File: config.mk
export PLATFORM = sky130hd
export DESIGN_NAME = lane_steer_decoder
export DESIGN_NICKNAME = d
export VERILOG_FILES = /design/src/rtl/lane_steer_decoder.sv
export SDC_FILE = /design/constraint.sdc
export NUM_CORES = 1
export LEC_CHECK = 0
export BUFFER_PORTS_ARGS = -buffer_cell sky130_fd_sc_hd__buf_4
export CELL_PAD_IN_SITES_DETAIL_PLACEMENT = 1
export CELL_PAD_IN_SITES_GLOBAL_PLACEMENT = 1
export CORE_MARGIN = 2
export CORE_UTILIZATION = 21
export CTS_CLUSTER_SIZE = 28
export DETAILED_ROUTE_END_ITERATION = 10
export HOLD_SLACK_MARGIN = 0.06
export PLACE_DENSITY_LB_ADDON = 0.1
export SLEW_MARGIN = 20
export SYNTH_ARGS = -nofsm -noshare
export SYNTH_HDL_FRONTEND = slang
export SYNTH_SLANG_ARGS = --single-unit
File: constraint.sdc
create_clock -name clk -period 2.2 [get_ports clk]
set_clock_uncertainty 0.15 [all_clocks]
set_input_delay 0.55 -clock clk [delete_from_list [all_inputs] [get_ports clk]]
set_output_delay 0.55 -clock clk [all_outputs]
set_load 0.005 [all_outputs]
File: src/rtl/lane_steer_decoder.sv
module lane_steer_decoder #(
  parameter int BANK_BITS = 2,
  parameter int FILT = 3,
  localparam int PAIRS = 1 << BANK_BITS,
  localparam int SEGS = 2 * PAIRS
) (
  input  logic                 clk,
  input  logic                 rst_n,
  input  logic                 ce1_n,
  input  logic                 ce2_n,
  input  logic                 reg_n,
  input  logic                 oe_n,
  input  logic                 we_n,
  input  logic                 a0,
  input  logic [BANK_BITS-1:0] bank,
  input  logic                 wp,
  input  logic [15:0]          host_wdata,
  input  logic [7:0]           mem_rd_even,
  input  logic [7:0]           mem_rd_odd,
  input  logic [7:0]           attr_rd,
  output logic [15:0]          host_rdata,
  output logic                 drv_lo,
  output logic                 drv_hi,
  output logic [SEGS-1:0]      seg_sel,
  output logic                 seg_rd,
  output logic [SEGS-1:0]      seg_we,
  output logic [7:0]           mem_wd_even,
  output logic [7:0]           mem_wd_odd,
  output logic                 attr_sel,
  output logic                 attr_we
);
  localparam int CW = $clog2(FILT + 1);

  logic [2:0] strb_n;
  logic [2:0] qual;
  assign strb_n = {we_n, ce2_n, ce1_n};

  for (genvar g = 0; g < 3; g++) begin : g_qual
    logic [CW-1:0] cnt;
    always_ff @(posedge clk or negedge rst_n) begin
      if (!rst_n)                 cnt <= '0;
      else if (strb_n[g])         cnt <= '0;
      else if (cnt != CW'(FILT))  cnt <= cnt + 1'b1;
    end
    assign qual[g] = !strb_n[g] && (cnt == CW'(FILT));
  end

  logic en_lo, en_hi, any_en, common, byte_lo, odd_low, use_even, use_odd, rd, wr_ok;
  assign en_lo    = !ce1_n;
  assign en_hi    = !ce2_n;
  assign any_en   = en_lo | en_hi;
  assign common   = reg_n;
  assign byte_lo  = en_lo & !en_hi;
  assign odd_low  = byte_lo & a0;
  assign use_even = en_lo & !odd_low;
  assign use_odd  = en_hi | odd_low;
  assign rd       = !oe_n;

  for (genvar p = 0; p < PAIRS; p++) begin : g_pair
    logic hit;
    assign hit = common && (bank == BANK_BITS'(p));
    assign seg_sel[2*p]   = hit & use_even;
    assign seg_sel[2*p+1] = hit & use_odd;
  end

  assign seg_rd = rd & common & any_en;
  assign drv_lo = rd & en_lo;
  assign drv_hi = rd & en_hi & common;

  assign host_rdata[15:8] = mem_rd_odd;
  assign host_rdata[7:0]  = common ? (odd_low ? mem_rd_odd : mem_rd_even)
                                   : (odd_low ? 8'hFF : attr_rd);

  assign wr_ok = qual[2] & (ce1_n | qual[0]) & (ce2_n | qual[1]) & any_en & oe_n & !wp;

  assign seg_we      = seg_sel & {SEGS{wr_ok}};
  assign mem_wd_even = host_wdata[7:0];
  assign mem_wd_odd  = byte_lo ? host_wdata[7:0] : host_wdata[15:8];
  assign attr_sel    = !common & any_en;
  assign attr_we     = wr_ok & !common & use_even;
endmodule

## After elaboration in Yosys (flattened, before gate mapping)

Index checks and enable logic that the tools add are counted.

- RAM bits: 0
- Flip-flop bits (word level): 6
- Bits in read-only memories: 0
- Logic and storage cells: 72
- Memories: 0
- Bits in latches: 0

- Reduce and logical (&&, ||, !) cells: 18
- Shifts and indexed selects: 0
- Bitwise gates (word level): 29
- Eq/ne operators: 9
- Multipliers: 0
- Divide/modulo/power cells: 0
- $add $sub $neg: 3
- Multiplexer cells: 10
- $lt $le $gt $ge: 0

Operators with widths:

| kind | count |
|---|---|
| $mux 8 | 4 |
| $and 1x1->1 | 24 |
| $mux 2 | 6 |
| $eq 2x2->1 const B | 5 |
| $and 8x8->8 | 1 |
| $logic_and 1x1->1 | 7 |
| $logic_not 1->1 | 7 |
| $add 2x1->2 const B | 3 |
| $ne 2x2->1 const B | 3 |
| $reduce_bool 2->1 | 3 |
| $or 1x1->1 | 4 |
| $eq 2x1->1 const B | 1 |
| $logic_not 2->1 | 1 |

## Depth between registers and ports, before layout

- Depth after elaboration: 10
- Mapped depth: 5
- Mapped depth without buffers: 4

## Worst setup path after synthesis

OpenSTA, ideal clock, no wires.

- Kind: input to output
- Start: in ce1_n
- End: out mem_wd_odd[0]
- Stages on the path: 4
- Path slack: 0.209 ns
- Data required time: 1.500 ns
- Buffers on the path: 1
- Arrival: 1.291 ns
- Path through: buf_2 inv_1 nand2_2 mux2_2

- Cells in the longest elaborated chain, start to end: 3

Ends and longest elaborated chain:

| what | RTL line | source |
|---|---|---|
| start, declared | 9 | `input logic ce1_n,` |
| $logic_not 1->1 | 49 | `assign en_lo = !ce1_n;` |
| $and 1x1->1 | 53 | `assign byte_lo = en_lo & !en_hi;` |
| $mux 8 | 78 | `assign mem_wd_odd = byte_lo ? host_wdata[7:0] : host_wdata[15:8];` |
| end, declared | 28 | `output logic [7:0] mem_wd_odd,` |

No other way between the ends.

## Worst setup path after layout

- Start: reg g_qual[2].cnt[0]
- End: out attr_we

- Cells in the longest elaborated chain, start to end: 9

Ends and longest elaborated chain:

| what | RTL line | source |
|---|---|---|
| start, declared | 39 | `logic [CW-1:0] cnt;` |
| start signal, assigned | 43 | `else if (cnt != CW'(FILT)) cnt <= cnt + 1'b1;` |
| $eq 2x2->1 | 45 | `assign qual[g] = !strb_n[g] && (cnt == CW'(FILT));` |
| $logic_and 1x1->1 | 45 |  |
| $and 1x1->1 (5 in a row) | 74 | `assign wr_ok = qual[2] & (ce1_n \| qual[0]) & (ce2_n \| qual[1]) & any_en & oe_n & !wp;` |
| $and 1x1->1 (2 in a row) | 80 | `assign attr_we = wr_ok & !common & use_even;` |
| end, declared | 30 | `output logic attr_we` |

No other way between the ends.

==> metrics.cfg <==
[power]
pwr-share-seq_pct = 22.9
total_leakage_power_nw = 0.916
clkPwrFrac_pct = 25.1
net-switching-power_uw = 218
p_int_uw = 461
p_comb_share_pct = 52.0
p_per_area_nw_per_um2 = 364
swShare_pct = 32.1
total_power_uw = 680
vdd_drop_max_mv = 0.409

[drt]
ant_nets = 0
wl_met1_mm = 1.52
topRoutingLayerUsed = met4
dr.first_iter.drc_count = 9
wl_mm = 3.91
wl_met3_um = 210
routed_via_density = 4.55
vias = 1193
drc = 0
route.met2.wl_mm = 2.13
wl_per_cell_um = 14.9
drt_pass1_iterations = 2

[layout]
fin_nets = 268
reg.largest.list = g_qual.cnt: 6 flops
drive_gt1_share_pct = 67.9
num-fill-cells = 505
syn2layout_area_growth_pct = 107
antennaDiodeCount = 0
largest_register_ffs = 6
largest_register = g_qual.cnt

[global_route]
grt_max_degree = 19
grt_usage_pct = 15.9
grt_pass1_vias = 1244
grt_antenna_before_repair = 0
overflow = 0
grt_first_pass_wirelength_mm = 6.36

[timing]
worst_pin_slew_ns = 0.312
rsz0062_at_grt = true
slew_headroom_pct = 79.1
period_needed_ns = 2.26
fin_ws_ns = -0.0616
setup_viol = 11
drv_slew = 0
fin_crit_sh_pct = 103
hold_violations = 0
fmax_mhz = 442

[floorplanning]
pin_count = 104
start_util_pct = 22.3
coreArea_um2 = 4060
die_x_um = 69.6
die_area_um2 = 4840
fp.dieH_um = 69.6
rows = 23

[clock_network]
cts_root_buffer = clkbuf_8
htreeDepth = 1
cts_made_buffers = 3
cts.sinks = 6
clk_latency_ns = 0.23
cts_tree = yes
clkTransAtPathRegs_ns = 0.04
cts_buffer_depth = 2

[synthesis]
synth-edff-count = 0
ys_seq_elements = 6
syn_avg_cell_area_um2 = 7.79
syn_inst = 116
synth_nets = 170
yosysTopAreaCell = dfrtp_1
synth_cell_types = 27
synthTopCellsByArea = dfrtp_1 (17%), buf_4 (13%), mux2i_1 (12%)
ys_seq_area_share_pct = 16.6
synth_area_um2 = 903
ys.flop_type = dfrtp_1
yosysWarnings = 0
synth_top_area_share_pct = 16.6
async_flop_share_pct = 100

[worst_setup_path]
cp_max_fo = 3
cp.required_ns = 1.50
crit_type = register to primary output
reg2reg_depth = 4
cp-start-kind = register
cp_data_arrival_time_ns = 1.56
end_kind = primary output

[placed_design]
dp_slack_ns = -0.104
port_buffers = 103
place.gp.congestion = 0.796
dp_hpwl_mm = 3.11

[outcome]
status = finished, violations left
violations = negative setup slack

[flow_run]
cap_violations = 0

[min_path]
hold_class = input port to register
min_path_cells = 2

path summary, 6_finish.rpt:
| path | from | endpoint | slack, ns |
|---|---|---|---|
| worst max-delay path | g_qual[2].cnt[0] | attr_we | -0.06 |
| worst max register to register | g_qual[1].cnt[0] | g_qual[1].cnt[1] | 1.00 |
| worst min register to register | g_qual[0].cnt[1] | g_qual[0].cnt[1] | 0.40 |
| max in group asynchronous | rst_n | g_qual[1].cnt[1] | 1.28 |
| min in group asynchronous | rst_n | g_qual[2].cnt[0] | 0.51 |
| worst min-delay path | ce2_n | g_qual[1].cnt[1] | 0.38 |
per-layer routing:
layer	up-vias	track usage (%)
li1	586	-
met1	558	18.6
met2	45	29.8
met3	4	3.20
met4	0	3.27
met5	-	0
cell usage in the layout, fill, tap and decap left out:
cell / netlist / final
nand3_1: 2 / 1
o2111ai_4: 0 / 1
or2_4: 0 / 1
buf_12: 0 / 1
nand2_1: 3 / 2
nor3_2: 0 / 5
ha_2: 0 / 2
and3b_2: 0 / 1
nand3b_1: 2 / 2
mux2_2: 8 / 8
o21ai_1: 0 / 1
buf_8: 1 / 1
nand3_4: 0 / 1
nor2b_1: 1 / 1
buf_16: 0 / 1
nand2_2: 1 / 2
buf_6: 1 / 1
nor3_4: 0 / 2
dfrtp_1: 6 / 6
ha_4: 0 / 1
dlygate4sd3_1: 0 / 1
nor3_1: 17 / 10
and4bb_4: 0 / 1
clkbuf_8: 0 / 3
nand2b_1: 1 / 1
xor2_1: 3 / 3
buf_4: 16 / 110
a21oi_1: 10 / 10
o211ai_4: 0 / 1
mux2i_1: 11 / 11
nor2_1: 17 / 17
or3b_4: 0 / 1
inv_1: 2 / 2
cells by family (layout without fill, tap and decap cells):
kind of cell,count (synthesis),after routing,synth area share (%)
AO/OA/AOI/OAI,13,13,8.45
AND/OR/NAND/NOR,48,48,26.6
multiplexers,19,19,22.2
flip-flops,6,6,16.6
buffers and inverters,24,120,19.1
XOR/XNOR,3,3,2.91
adder cells (fa/ha/maj),3,3,4.16
cell type report:
cell class	instances	area, um2	area share, %
Clock buffer	3	41.3	2.21
Sequential cell	6	150	8.04
Tap cell	50	62.6	3.35
Timing Repair Buffer	115	910	48.7
Multi-Input combinational cell	86	697	37.3
Inverter	2	7.51	0.402
power groups by stage:
stage	Sequential, mW	Combinational, mW	Clock, mW
final	0.156	0.353	0.171
after global placement	0.149	0.301	0
after detailed placement	0.152	0.316	0
after global routing	0.160	0.393	0.178
after floorplan	0.148	0.156	0
after CTS	0.155	0.348	0.176
repair_timing:
item / CTS / global route
endpoints found under the setup margin: 17 / 17
setup buffers: 2 / 1
endpoints found under the hold margin: 6 / 0
hold buffers: 1 / 0
pin swaps: 14 / 5
cloned: 1 / 0
gates resized for setup: 22 / 6
critical path, cell delays in order, from the launching register on:
cell and delay [ns]:
dfrtp_1 0.39, ha_4 0.15, and4bb_4 0.29, o2111ai_4 0.15, nor3_2 0.22, buf_4 0.14
per-stage QoR:
stage	hold slack (ns)	util, %	area, um2	std cells	setup TNS [ns]
4_1_cts	0.381	45.2	1830	261	-0.369
5_1_grt	0.392	46.0	1870	262	-1.11
2_1_floorplan	0.104	-	903	116	0
6_report	0.383	46.0	1870	262	-0.221
3_3_place_gp	0.210	40.4	1640	254	-0.132
3_5_place_dp	0.210	40.4	1640	254	-0.546
Yosys cell counts (all sizes together) (2+ instances only):
master / count
nand2: 4
ha: 3
a21oi: 10
nor3: 17
nand3b: 2
mux2: 8
nand3: 2
mux2i: 11
buf: 21
inv: 2
xor2: 3
dfrtp: 6
nor2: 17
No activity file was read; power rests on OpenSTA's default activity.
